$ cat src/rtl/mpkt_rx_pkg.sv
package mpkt_rx_pkg;
    localparam int BYTE_W = 8;

    typedef enum logic [0:0] {
        ST_IDLE = 1'b0,
        ST_XFER = 1'b1
    } xfer_state_t;

    typedef struct packed {
        logic              sel;
        logic              val;
        logic              sop;
        logic              eop;
        logic              err;
        logic [BYTE_W-1:0] data;
    } rx_beat_t;

    function automatic rx_beat_t idle_beat(input logic [BYTE_W-1:0] d);
        rx_beat_t b;
        b      = '0;
        b.data = d;
        return b;
    endfunction
endpackage

$ cat src/rtl/mpkt_port_queues.sv
module mpkt_port_queues
    import mpkt_rx_pkg::*;
#(
    parameter int NPORTS = 4,
    parameter int CNT_W  = 3,
    parameter int LEN_W  = 8,
    localparam int AW    = (NPORTS > 1) ? $clog2(NPORTS) : 1
) (
    input  logic                           clk,
    input  logic                           rst,
    input  logic                           enq_valid,
    input  logic [AW-1:0]                  enq_port,
    input  logic [LEN_W-1:0]               enq_len,
    input  logic [BYTE_W-1:0]              enq_seed,
    input  logic                           enq_bad,
    input  logic                           deq_valid,
    input  logic [AW-1:0]                  deq_port,
    output logic [NPORTS-1:0]              pending,
    output logic [NPORTS-1:0][LEN_W-1:0]   len_q,
    output logic [NPORTS-1:0][BYTE_W-1:0]  seed_q,
    output logic [NPORTS-1:0]              bad_q
);
    localparam logic [CNT_W-1:0] CNT_MAX = '1;

    for (genvar p = 0; p < NPORTS; p++) begin : g_port
        logic [CNT_W-1:0] cnt;
        logic             hit;
        logic             dec;
        logic             inc;

        assign hit = enq_valid && (enq_port == AW'(p)) && (enq_len != '0);
        assign dec = deq_valid && (deq_port == AW'(p));
        assign inc = hit && ((cnt != CNT_MAX) || dec);

        always_ff @(posedge clk) begin
            if (rst) begin
                cnt       <= '0;
                len_q[p]  <= '0;
                seed_q[p] <= '0;
                bad_q[p]  <= 1'b0;
            end else begin
                if (inc && !dec)      cnt <= cnt + 1'b1;
                else if (dec && !inc) cnt <= cnt - 1'b1;
                if (hit) begin
                    len_q[p]  <= enq_len;
                    seed_q[p] <= enq_seed;
                    bad_q[p]  <= enq_bad;
                end
            end
        end

        assign pending[p] = (cnt != '0);
    end

    AST_DEQ_HAS_PACKET: assert property (@(posedge clk) disable iff (rst)
        deq_valid |-> pending[deq_port]) else $error("dequeue from empty port");
endmodule

$ cat src/rtl/mpkt_rr_pick.sv
module mpkt_rr_pick #(
    parameter int NPORTS = 4,
    localparam int AW    = (NPORTS > 1) ? $clog2(NPORTS) : 1
) (
    input  logic [NPORTS-1:0] req,
    input  logic [AW-1:0]     start,
    output logic              any,
    output logic [AW-1:0]     grant
);
    always_comb begin
        any   = |req;
        grant = '0;
        for (int k = NPORTS - 1; k >= 0; k--) begin
            int j;
            j = int'(start) + k;
            if (j >= NPORTS) j = j - NPORTS;
            if (req[j]) grant = AW'(j);
        end
    end
endmodule

$ cat src/rtl/mpkt_rx_source.sv
module mpkt_rx_source
    import mpkt_rx_pkg::*;
#(
    parameter int NPORTS = 4,
    parameter int CNT_W  = 3,
    parameter int LEN_W  = 8,
    localparam int AW    = (NPORTS > 1) ? $clog2(NPORTS) : 1
) (
    input  logic              clk,
    input  logic              rst,
    input  logic              lnk_rdy,
    input  logic              enq_valid,
    input  logic [AW-1:0]     enq_port,
    input  logic [LEN_W-1:0]  enq_len,
    input  logic [7:0]        enq_seed,
    input  logic              enq_bad,
    output logic [7:0]        rx_data,
    output logic              rx_sel,
    output logic              rx_val,
    output logic              rx_sop,
    output logic              rx_eop,
    output logic              rx_err
);
    logic [NPORTS-1:0]              pending;
    logic [NPORTS-1:0][LEN_W-1:0]   len_q;
    logic [NPORTS-1:0][BYTE_W-1:0]  seed_q;
    logic [NPORTS-1:0]              bad_q;
    logic                           any;
    logic [AW-1:0]                  grant;
    logic [AW-1:0]                  ptr;
    logic                           start_sel;

    xfer_state_t        state;
    rx_beat_t           beat;
    logic [LEN_W-1:0]   cur_len;
    logic [BYTE_W-1:0]  cur_seed;
    logic               cur_bad;
    logic [LEN_W-1:0]   idx;
    logic               last_byte;

    assign start_sel = (state == ST_IDLE) && lnk_rdy && any;
    assign last_byte = (idx == cur_len - 1'b1);

    mpkt_port_queues #(.NPORTS(NPORTS), .CNT_W(CNT_W), .LEN_W(LEN_W)) u_queues (
        .clk(clk), .rst(rst),
        .enq_valid(enq_valid), .enq_port(enq_port), .enq_len(enq_len),
        .enq_seed(enq_seed), .enq_bad(enq_bad),
        .deq_valid(start_sel), .deq_port(grant),
        .pending(pending), .len_q(len_q), .seed_q(seed_q), .bad_q(bad_q)
    );

    mpkt_rr_pick #(.NPORTS(NPORTS)) u_pick (
        .req(pending), .start(ptr), .any(any), .grant(grant)
    );

    always_ff @(posedge clk) begin
        if (rst) begin
            state    <= ST_IDLE;
            beat     <= '0;
            ptr      <= '0;
            cur_len  <= '0;
            cur_seed <= '0;
            cur_bad  <= 1'b0;
            idx      <= '0;
        end else begin
            unique case (state)
                ST_IDLE: begin
                    if (start_sel) begin
                        beat      <= idle_beat(BYTE_W'(grant));
                        beat.sel  <= 1'b1;
                        cur_len   <= len_q[grant];
                        cur_seed  <= seed_q[grant];
                        cur_bad   <= bad_q[grant];
                        idx       <= '0;
                        ptr       <= (grant == AW'(NPORTS - 1)) ? '0 : grant + 1'b1;
                        state     <= ST_XFER;
                    end else begin
                        beat <= '0;
                    end
                end
                ST_XFER: begin
                    if (lnk_rdy) begin
                        beat.sel  <= 1'b0;
                        beat.val  <= 1'b1;
                        beat.sop  <= (idx == '0);
                        beat.eop  <= last_byte;
                        beat.err  <= last_byte && cur_bad;
                        beat.data <= cur_seed + BYTE_W'(idx);
                        idx       <= idx + 1'b1;
                        if (last_byte) state <= ST_IDLE;
                    end else begin
                        beat <= idle_beat(beat.data);
                    end
                end
                default: state <= ST_IDLE;
            endcase
        end
    end

    assign rx_data = beat.data;
    assign rx_sel  = beat.sel;
    assign rx_val  = beat.val;
    assign rx_sop  = beat.sop;
    assign rx_eop  = beat.eop;
    assign rx_err  = beat.err;

    AST_NEEDS_READY: assert property (@(posedge clk) disable iff (rst)
        (rx_sel || rx_val) |-> $past(lnk_rdy)) else $error("transfer without ready");
    AST_ADDR_NOT_VALID: assert property (@(posedge clk) disable iff (rst)
        rx_sel |-> !rx_val) else $error("address cycle with valid");
    AST_ADDR_THEN_START: assert property (@(posedge clk) disable iff (rst)
        rx_sel |=> (!rx_sel && (!rx_val || rx_sop))) else $error("address not followed by start");
    AST_MARKERS_NEED_VALID: assert property (@(posedge clk) disable iff (rst)
        (rx_sop || rx_eop) |-> rx_val) else $error("marker without valid");
    AST_EOP_THEN_DROP: assert property (@(posedge clk) disable iff (rst)
        rx_eop |=> (!rx_val && !rx_eop)) else $error("valid held past end");
    AST_PAUSE_HOLDS: assert property (@(posedge clk) disable iff (rst)
        (!rx_val && !rx_sel && state == ST_XFER && $past(state == ST_XFER)) |-> $stable(rx_data))
        else $error("data moved during pause");
    AST_ERR_ON_EOP: assert property (@(posedge clk) disable iff (rst)
        rx_err |-> rx_eop) else $error("error without end");
endmodule

$ cat config.mk
export PLATFORM = sky130hd
export DESIGN_NAME = mpkt_rx_source
export DESIGN_NICKNAME = d
export VERILOG_FILES = /design/src/rtl/mpkt_rx_pkg.sv /design/src/rtl/mpkt_port_queues.sv /design/src/rtl/mpkt_rr_pick.sv /design/src/rtl/mpkt_rx_source.sv
export SDC_FILE = /design/constraint.sdc
export NUM_CORES = 1
export LEC_CHECK = 0
export BUFFER_PORTS_ARGS = -buffer_cell sky130_fd_sc_hd__buf_4
export CAP_MARGIN = 20
export CORE_UTILIZATION = 65
export CTS_CLUSTER_SIZE = 10
export DETAILED_ROUTE_END_ITERATION = 7
export GPL_TIMING_DRIVEN = 0
export PLACE_DENSITY = 0.85
export SYNTH_ARGS = -nofsm -noshare
export SYNTH_HDL_FRONTEND = slang
export SYNTH_SLANG_ARGS = --single-unit
$ cat constraint.sdc
create_clock -name clk -period 8.4 [get_ports clk]
set_clock_uncertainty 0.05 [all_clocks]
set_input_delay 1.68 -clock clk [delete_from_list [all_inputs] [get_ports clk]]
set_output_delay 1.68 -clock clk [all_outputs]
set_load 0.02 [all_outputs]
# After elaboration in Yosys (flattened, before gate mapping)
# Index checks and enable logic that the tools add are counted.
[op_classes]
n_lt_le_gt_ge = 9
n_reduce_logical = 54
muxes = 45
eq_ne = 13
bitwise_logic = 1
add_sub_neg = 19
[ops]
columns = ["operator", "count"]
rows = [
  ["32-bit by 4-bit < comparator with 1-bit output (second input constant)", 4],
  ["32-bit 2-to-1 mux", 4],
  ["32-bit by 4-bit >= comparator with 1-bit output (second input constant)", 3],
  ["32-bit by 4-bit subtractor with 32-bit output (second input constant)", 3],
  ["8-bit binary-select mux with 2-bit select", 2],
  ["8-bit 2-to-1 mux", 4],
  ["1-bit logical AND", 27],
  ["13-bit one-hot mux with 2 select lines", 1],
  ["3-bit 2-to-1 mux", 8],
  ["8-bit one-hot mux with 2 select lines", 1],
  ["13-bit 2-to-1 mux", 1],
  ["3-bit by 1-bit adder with 3-bit output (second input constant)", 4],
  ["1-bit 2-to-1 mux", 12],
  ["12-bit 2-to-1 mux", 1],
  ["3-bit != test (second input constant)", 4],
  ["3-bit nonzero test", 4],
  ["3-bit by 1-bit subtractor with 3-bit output (second input constant)", 4],
  ["1-bit binary-select mux with 2-bit select", 5],
  ["2-bit 2-to-1 mux", 5],
  ["8-bit by 1-bit adder with 8-bit output (second input constant)", 1],
  ["8-bit adder", 1],
  ["2-bit equality test (second input constant)", 4],
  ["8-bit equality test", 1],
  ["1-bit logical NOT", 8],
  ["19 further kinds", 29],
]
[totals]
out_inout_bits = 13
inputBits = 23
reg_bits = 121

# Depth between registers and ports, before layout
# Gate-level depths: netlist of run 1.
[logic_depth]
ltp_word = 18
ltp_mapped = 14

# Cells and area by module
# A second synthesis of run 1 with hierarchy kept.
[unflattened]
cells_unflattened = 622
hier_area_um2 = 6162.2
[modules_own_cells]
columns = ["module", "cells_each", "area_each_um2", "seq_area_each_um2", "instances"]
rows = [
  ["mpkt_port_queues", 327, 3544.6, 1601.5, 1],
  ["mpkt_rx_source", 282, 2539.9, 820.8, 1],
  ["mpkt_rr_pick", 13, 77.6, 0.0, 1],
]

# Worst setup path after synthesis of run 1
# No wires, ideal clock.
[synth_path]
path_type = "input to register"
from = "in enq_len[6]"
to = "reg u_queues.g_port[0].cnt[2]"
required_ps = 8280
slack_ps = 4275
stages = 13
arrival_ps = 4005
setup_time_ps = 70
cell_sequence = "nor4_1 > and2_1 > nor4b_1 > buf_2 > buf_4 > inv_1 > a41oi_1 > ha_1 > inv_1 > fa_1 > xor2_1 > or3_1 > a21oi_1"
[synth_between]
elab_chain_cells = 6
word_cells_on_any_way = 8
[synth_lines]
columns = ["item", "line", "text"]
rows = [
  ["from (decl)", "mpkt_rx_source.sv:14", "input logic [LEN_W-1:0] enq_len,"],
  ["8-bit nonzero test (*)", "mpkt_port_queues.sv:31", "assign hit = enq_valid && (enq_port == AW'(p)) && (enq_len != '0);"],
  ["1-bit logical AND (*)", "mpkt_port_queues.sv:31", ""],
  ["1-bit logical AND (*)", "mpkt_port_queues.sv:33", "assign inc = hit && ((cnt != CNT_MAX) || dec);"],
  ["1-bit logical NOT", "mpkt_port_queues.sv:43", "else if (dec && !inc) cnt <= cnt - 1'b1;"],
  ["1-bit logical AND", "mpkt_port_queues.sv:43", ""],
  ["2-bit nonzero test (no line)", "--", ""],
  ["to (signal assigned)", "mpkt_port_queues.sv:42", "if (inc && !dec) cnt <= cnt + 1'b1;"],
  ["to (signal assigned)", "mpkt_port_queues.sv:43", ""],
  ["to (decl)", "mpkt_port_queues.sv:26", "logic [CNT_W-1:0] cnt;"],
]
# Every way passes the cells marked *; elsewhere a longest branch is shown, timed or not.
# A chain may end at the register's enable or synchronous reset.

# Worst setup path in the final report of run 1
[layout_path]
from = "in enq_port[1]"
to = "reg u_queues.g_port[2].cnt[2]"
[layout_between]
elab_chain_cells = 7
word_cells_on_any_way = 9
[layout_lines]
columns = ["item", "line", "text"]
rows = [
  ["from (decl)", "mpkt_rx_source.sv:13", "input logic [AW-1:0] enq_port,"],
  ["2-bit equality test (*)", "mpkt_port_queues.sv:31", ""],
  ["1-bit logical AND (*) (2 in series)", "mpkt_port_queues.sv:31", ""],
  ["1-bit logical AND (*)", "mpkt_port_queues.sv:33", ""],
  ["1-bit logical NOT", "mpkt_port_queues.sv:43", ""],
  ["1-bit logical AND", "mpkt_port_queues.sv:43", ""],
  ["2-bit nonzero test (no line)", "--", ""],
  ["to (signal assigned)", "mpkt_port_queues.sv:42", ""],
  ["to (signal assigned)", "mpkt_port_queues.sv:43", ""],
  ["to (decl)", "mpkt_port_queues.sv:26", ""],
]
# Marks and branches as above.

==> flow_summary.json, run 1 <==
{
  "syn_inst": 638,
  "grt_pass1_wl_um": 23700,
  "drv_slew": 0,
  "cts_root_buffer": "clkbuf_8",
  "crit_type": "in -> reg",
  "min_period_over_period": 0.520,
  "status": "completed",
  "clk_latency_ns": 0.53,
  "ys.flop_type": "dfxtp_1",
  "grt_overflow_total": 0,
  "grt_max_degree": 17,
  "wl_per_cell_um": 18.5,
  "powerDensity_nw_per_um2": 328,
  "core_um2": 8300,
  "gp_congestion": 0.862,
  "yosysTopAreaCellShare": 0.429,
  "max_freq_mhz": 229,
  "path_max_fanout": 10,
  "area_delta_synth_final_pct": 16.8,
  "post-cts-setup-buffers": 0,
  "die_area_um2": 9060,
  "worst_slew_pin_slew_ns": 0.857,
  "n_antenna_cell": 0,
  "viasPerCell": 6.17,
  "cp_common_cell": "nand2_1",
  "slew_headroom": 0.426,
  "yosysTopAreaCell": "dfxtp_1",
  "cts_buffers": 17,
  "yosysSeqAreaShare": 0.429,
  "hold_buffers": 0,
  "comb_power_share": 0.362,
  "row_count": 33,
  "routed_wl_um": 15000,
  "design_power_total_uw": 2160,
  "cp_slowest_cell": "nor2_1",
  "ys_ff_latch": 121,
  "fillers": 525,
  "min_period_ns": 4.37,
  "hp-class": "reg -> reg",
  "cts_tree": "yes",
  "crit_required_ns": 8.80,
  "ys_async_sr_fraction": 0,
  "dieWidth_um": 95.2,
  "clockPowerShare": 0.316,
  "p_int_uw": 1370,
  "cp_slowest_stage_delay_ns": 0.51,
  "hold_violations": 0,
  "synth_fp_nets": 681,
  "power_leakage_uw": 0.00255,
  "crit_arrival_ns": 4.77,
  "dp_hpwl_um": 9820,
  "antenna_found_initial": 0,
  "netlist_top_cells_count": "dfxtp_1, nand2_1, a21oi_1, mux2i_1, nor2_1",
  "end_kind": "flop",
  "portBuffers": 34,
  "dieHeight_um": 95.2,
  "rsz0062_at_grt": "no",
  "netlist_area_um2": 5640,
  "num_vias": 4995,
  "avgSynthCellArea_um2": 8.84,
  "seqPwrFrac": 0.321,
  "drive_above_1_share": 0.136,
  "synth_area_leaders": "dfxtp_1, mux2i_1, nand2_1",
  "cap_violations": 0,
  "yosysMostFrequentCell": "dfxtp_1",
  "final_nets": 734,
  "ys_types": 57,
  "ant_nets": 0,
  "grt_pass1_vias": 4788,
  "final-setup-viol-count": 0,
  "initialDrtViolationCount": 371,
  "fin_tns_setup_ns": 0,
  "cts_resized": 0,
  "h-tree-depth": 4,
  "switchingPower_uw": 793,
  "path_cells": "buf_4 -> nand2_1 -> nor2_1 -> nand2_1 -> clkbuf_1 -> a41oi_1 -> ha_1 -> inv_1 -> fa_1 -> xor2_1 -> or3_1 -> a21oi_1",
  "clock-sinks": 121,
  "drt_pre_antenna_iters": 6,
  "switching_share": 0.367,
  "yosysWarnings": 0,
  "peakVddDrop_mv": 0.199,
  "clockBufferDepth": 2,
  "crit_path_start_kind": "primary input",
  "synth_edf_count": 0,
  "ios": 36,
  "drcViolationCount": 0,
  "clkSlewWorstSetupHoldPaths_ns": 0.06,
  "grt_util_all_layers": 0.350,
  "initial_core_util": 0.680
}
final cells by class:
type                       instances  area [um^2]  share of cell area
buffer                            29          156              0.0237
clock buffer                      19          442              0.0670
clock inverter                    13          121              0.0184
inverter                          14         52.6             0.00797
multi-input combinational        474         3010               0.457
sequential                       121         2420               0.368
tap                              105          131              0.0199
timing repair buffer              34          255              0.0387
worst max-delay path: cells and delay by family:
kind	cells	cell delay, ns
buffers and inverters	3	0.58
xor gates and xnor gates	1	0.16
adders and majority gates	2	0.60
and+or+nand+nor	4	1.32
AOI/OAI and AO/OA	2	0.44
routing by layer:
layer / global-route usage / wire length [um]
met1: 0.420 / 6210
met2: 0.602 / 7310
met3: 0.0774 / 993
met4: 0.150 / 460
met5: 0 / 0
cell usage in the layout (no fill, tap or decap), drive strengths merged, types with 3 or more instances in the layout:
cell type	instances
dfxtp	121
nand2	117
a21oi	64
mux2i	57
nor2	55
buf	44
clkbuf	38
o21ai	30
a2bb2oi	17
ha	15
inv	15
xor2	13
nand3	12
xnor2	12
nor3	10
or3	9
clkinv	9
and2	5
a22oi	5
fa	5
nand2b	4
a41oi	4
a211oi	4
a31oi	3
nor4	3
nor2b	3
final timing paths:
path / from / endpoint / slack (ns) / cells past startpoint
setup reg to reg: u_queues.g_port[0].cnt[0]$_SDFFE_PP0P_ / u_queues.g_port[3].cnt[2]$_SDFFE_PP0P_ / 4.73 / 14
hold reg to reg: u_queues.len_q[18]$_SDFFE_PP0P_ / u_queues.len_q[18]$_SDFFE_PP0P_ / 0.40 / 2
hold / removal: u_queues.len_q[18]$_SDFFE_PP0P_ / u_queues.len_q[18]$_SDFFE_PP0P_ / 0.40 / 2
setup / recovery: enq_port[1] / u_queues.g_port[2].cnt[2]$_SDFFE_PP0P_ / 4.03 / 12
cells by family (layout without fill, tap and decap cells):
group                    count (synthesis)  in the layout  synth area share
AND/OR/NAND/NOR                        228            228             0.182
AO/OA/AOI/OAI                          142            142             0.157
flip-flops                             121            121             0.429
multiplexers                            59             59             0.105
buffers and inverters                   43            109            0.0370
XOR/XNOR                                25             25            0.0388
adder cells (fa/ha/maj)                 20             20            0.0510
flip-flops by register name (all words and copies together), names as in the netlist:
register             flops
cur_seed                 8
u_queues.len_q          32
rx_eop                   1
cur_len                  8
u_queues.seed_q         32
rx_data                  8
idx                      8
u_queues.g_port.cnt     12
rx_sel                   1
state                    1
u_queues.bad_q           4
ptr                      2
rx_val                   1
rx_sop                   1
rx_err                   1
cur_bad                  1
power by group through the flow:
stage          registers [uW]  clock network [uW]  logic, uW
2_1_floorplan             697                   0        578
3_3_place_gp              697                   0        734
3_5_place_dp              702                   0        754
4_1_cts                   692                 682        770
5_1_grt                   703                 707        828
6_report                  695                 685        784
per-stage QoR:
step	setup slack (ns)	instance area, um^2	instances	hold slack [ns]	util
after detailed placement	3.52	6030	777	0.396	0.726
after global routing	3.85	6590	809	0.423	0.794
after global placement	3.62	6030	777	0.391	0.726
after CTS	4.05	6590	809	0.404	0.794
final	4.03	6590	809	0.405	0.794
after floorplan	4.27	5640	638	0.386	-
Note: power is estimated with default switching activity, not from simulation.
==> run 2: changes to the inputs <==
--- a/config.mk
+++ b/config.mk
@@ -5,13 +5,14 @@
 export SDC_FILE = /design/constraint.sdc
 export NUM_CORES = 1
 export LEC_CHECK = 0
+export ABC_AREA = 1
 export BUFFER_PORTS_ARGS = -buffer_cell sky130_fd_sc_hd__buf_4
 export CAP_MARGIN = 20
-export CORE_UTILIZATION = 65
+export CORE_UTILIZATION = 61
 export CTS_CLUSTER_SIZE = 10
 export DETAILED_ROUTE_END_ITERATION = 7
 export GPL_TIMING_DRIVEN = 0
-export PLACE_DENSITY = 0.85
+export PLACE_DENSITY = 0.8
 export SYNTH_ARGS = -nofsm -noshare
 export SYNTH_HDL_FRONTEND = slang
 export SYNTH_SLANG_ARGS = --single-unit
==> constraint.sdc (replaced) <==
create_clock -name clk -period 4.1 [get_ports clk]
set_clock_uncertainty 0.05 [all_clocks]
set_input_delay 0.82 -clock clk [delete_from_list [all_inputs] [get_ports clk]]
set_output_delay 0.82 -clock clk [all_outputs]
set_load 0.02 [all_outputs]
==> flow_summary.json, run 2 <==
{
  "dieWidth_um": 101,
  "worst-r2r-cell-count": 18,
  "dp_hpwl_um": 11600,
  "grt_overflow_total": 0,
  "min_period_ns": 3.26,
  "hp-class": "reg -> reg",
  "regToRegEndpoint": "u_queues.g_port[3].cnt[2]$_SDFFE_PP0P_",
  "crit_type": "reg -> reg",
  "fin_tns_setup_ns": 0,
  "rsz0062_at_grt": "no",
  "drive_above_1_share": 0.101,
  "yosysWarnings": 0,
  "path_max_fanout": 10,
  "seqCellArea_um2": 2420,
  "seqPwrFrac": 0.245,
  "synth_edf_count": 0,
  "yosysTopAreaCellShare": 0.401,
  "cts_buffers": 17,
  "design_power_total_uw": 5920,
  "h-tree-depth": 4,
  "crit_required_ns": 4.46,
  "row_count": 35,
  "slew_headroom": 0.518,
  "drcViolationCount": 0,
  "peakVddDrop_mv": 0.471,
  "min_period_over_period": 0.795,
  "reg.largest.list": "u_queues.len_q (32), u_queues.seed_q (32), u_queues.g_port.cnt (12)",
  "end_kind": "flop",
  "netlist_area_um2": 6040,
  "drv_slew": 0,
  "p_int_uw": 3340,
  "clockPowerShare": 0.252,
  "cp.buffers_inverters": 2,
  "yosysTopAreaCell": "dfxtp_1",
  "initial_core_util": 0.641,
  "area_delta_synth_final_pct": 16.9,
  "final_nets": 955,
  "grt_util_all_layers": 0.353,
  "r2r_start": "u_queues.g_port[1].cnt[0]$_SDFFE_PP0P_",
  "max_freq_mhz": 307,
  "drt_pre_antenna_iters": 5,
  "fillers": 748,
  "clockBufferDepth": 2,
  "initialDrtViolationCount": 572,
  "ys_ff_latch": 121,
  "wl_per_cell_um": 15.9,
  "switching_share": 0.435,
  "crit_family": "simple AND/OR/NAND/NOR gates",
  "cts_tree": "yes",
  "ys_types": 33,
  "status": "completed",
  "die_area_um2": 10300,
  "multi_input_area_um2": 2880,
  "portBuffers": 35,
  "min_to": "u_queues.seed_q[21]$_SDFFE_PP0P_",
  "powerDensity_nw_per_um2": 839,
  "avgSynthCellArea_um2": 7.03,
  "num_vias": 6025,
  "clock-sinks": 121,
  "hold_depth": 2,
  "yosysMostFrequentCell": "inv_1",
  "crit_arrival_ns": 3.62,
  "clkSlewWorstSetupHoldPaths_ns": 0.05,
  "dp_slack_ns": 0.727,
  "dieHeight_um": 101,
  "ios": 36,
  "comb_power_share": 0.504,
  "netlist_top_cells_count": "inv_1, dfxtp_1, nand2_1, a21oi_1, nand3_1",
  "antenna_found_initial": 0,
  "clk_latency_ns": 0.53,
  "viasPerCell": 5.72,
  "cap_violations": 0,
  "ff2ff_setup_slack_ns": 0.84,
  "grt_pass1_wl_um": 27300,
  "layout_commonest_cell": "inv_1",
  "synth_fp_nets": 901,
  "ys.flop_type": "dfxtp_1",
  "final-setup-viol-count": 0,
  "cts_resized": 0,
  "core_um2": 9420,
  "cts_root_buffer": "clkbuf_8",
  "grt_max_degree": 17,
  "routed_wl_um": 16800,
  "crit_path_start_kind": "flop",
  "ant_nets": 0,
  "cp_slowest_cell": "fa_1",
  "setup_slack_ns": 0.842,
  "synth_area_leaders": "dfxtp_1, a21oi_1, nand3_1",
  "cp_slowest_stage_delay_ns": 0.37,
  "n_antenna_cell": 0,
  "hold_start": "u_queues.seed_q[21]$_SDFFE_PP0P_",
  "layout_common_cells": "inv_1, dfxtp_1, nand2_1",
  "yosysSeqAreaShare": 0.401,
  "path_cells": "nor2_1 -> nand3_1 -> nand3_1 -> nand2_1 -> nand2_2 -> nand3_4 -> nand2_4 -> buf_6 -> ha_1 -> nand2_1 -> a41oi_1 -> ha_1 -> inv_1 -> fa_1 -> a21oi_1 -> o21ai_0 -> o21ai_0 -> a21oi_1",
  "post-cts-setup-buffers": 0,
  "ys_async_sr_fraction": 0,
  "syn_inst": 858,
  "power_leakage_uw": 0.00313,
  "grt_pass1_vias": 5707,
  "switchingPower_uw": 2580,
  "hold_violations": 0,
  "gp_congestion": 0.925,
  "hold_buffers": 0,
  "worst_slew_pin_slew_ns": 0.723
}
run 2: changes by cell type in the layout (fill, tap and decap cells not counted), moves of 16 or more:
cell,change
a21oi_1,+47
a2bb2oi_1,-16
inv_1,+121
mux2i_1,-57
nand3_1,+98
o21ai_0,+70
run 2: cell type report:
cell class | count | share of cell area
Buffer | 41 | 0.0296
Clock buffer | 23 | 0.0676
Clock inverter | 8 | 0.0167
Inverter | 139 | 0.0743
Multi-Input combinational cell | 557 | 0.408
Sequential cell | 121 | 0.343
Tap cell | 129 | 0.0229
Timing Repair Buffer | 35 | 0.0372
run 2: through the flow:
| stage | utilization | area (um^2) | std cells | hold slack (ns) |
|---|---|---|---|---|
| after global placement | 0.686 | 6460 | 1022 | 0.389 |
| after floorplan | - | 6040 | 858 | 0.374 |
| final | 0.749 | 7050 | 1053 | 0.403 |
| after global routing | 0.749 | 7050 | 1053 | 0.413 |
| after CTS | 0.749 | 7050 | 1053 | 0.404 |
| after detailed placement | 0.686 | 6460 | 1022 | 0.391 |
run 2: layer usage:
layer / global-route usage / vias up / routed length (um)
met5: 0 / - / 0
met4: 0.172 / 0 / 583
met3: 0.0663 / 60 / 1360
met2: 0.601 / 296 / 7920
met1: 0.429 / 2769 / 6930
li1: - / 2900 / -
run 2: cell families (layout without fill, tap and decap cells):
group / count (synthesis) / after routing / share of synthesized area
AO/OA/AOI/OAI: 207 / 207 / 0.175
XOR/XNOR: 17 / 17 / 0.0247
adder cells (fa/ha/maj): 20 / 20 / 0.0477
buffers and inverters: 180 / 246 / 0.121
flip-flops: 121 / 121 / 0.401
AND/OR/NAND/NOR: 313 / 313 / 0.230
run 2: power groups by stage:
stage / clock network (uW) / registers (uW) / logic, uW
floorplan: 0 / 1470 / 2140
global placement: 0 / 1460 / 2780
detailed placement: 0 / 1470 / 2860
CTS: 1500 / 1450 / 2910
global route: 1550 / 1470 / 3330
finish: 1490 / 1450 / 2980
run 2: worst max-delay path by stage:
stage / start / endpoint / slack (ns) / cells after the start
final: u_queues.g_port[1].cnt[0]$_SDFFE_PP0P_ / u_queues.g_port[3].cnt[2]$_SDFFE_PP0P_ / 0.84 / 18
after detailed placement: enq_len[0] / u_queues.g_port[0].cnt[1]$_SDFFE_PP0P_ / 0.73 / 13
after floorplan: u_queues.g_port[3].cnt[0]$_SDFFE_PP0P_ / u_queues.g_port[3].cnt[2]$_SDFFE_PP0P_ / 1.33 / 20
after CTS: u_queues.g_port[1].cnt[0]$_SDFFE_PP0P_ / u_queues.g_port[3].cnt[2]$_SDFFE_PP0P_ / 0.89 / 18
after global routing: u_queues.g_port[1].cnt[0]$_SDFFE_PP0P_ / u_queues.g_port[3].cnt[2]$_SDFFE_PP0P_ / 0.48 / 18
after global placement: lnk_rdy / u_queues.g_port[1].cnt[2]$_SDFFE_PP0P_ / 0.79 / 14
run 2: worst register-to-register path, stage by stage (launching register included):
cell     delay [ns]
dfxtp_1        0.36
nor2_1         0.23
nand3_1        0.13
nand3_1        0.14
nand2_1        0.08
nand2_2        0.11
nand3_4        0.15
nand2_4        0.19
buf_6          0.17
ha_1           0.15
nand2_1        0.08
a41oi_1        0.21
ha_1           0.19
inv_1          0.07
fa_1           0.37
a21oi_1        0.14
o21ai_0        0.11
o21ai_0        0.16
a21oi_1        0.05
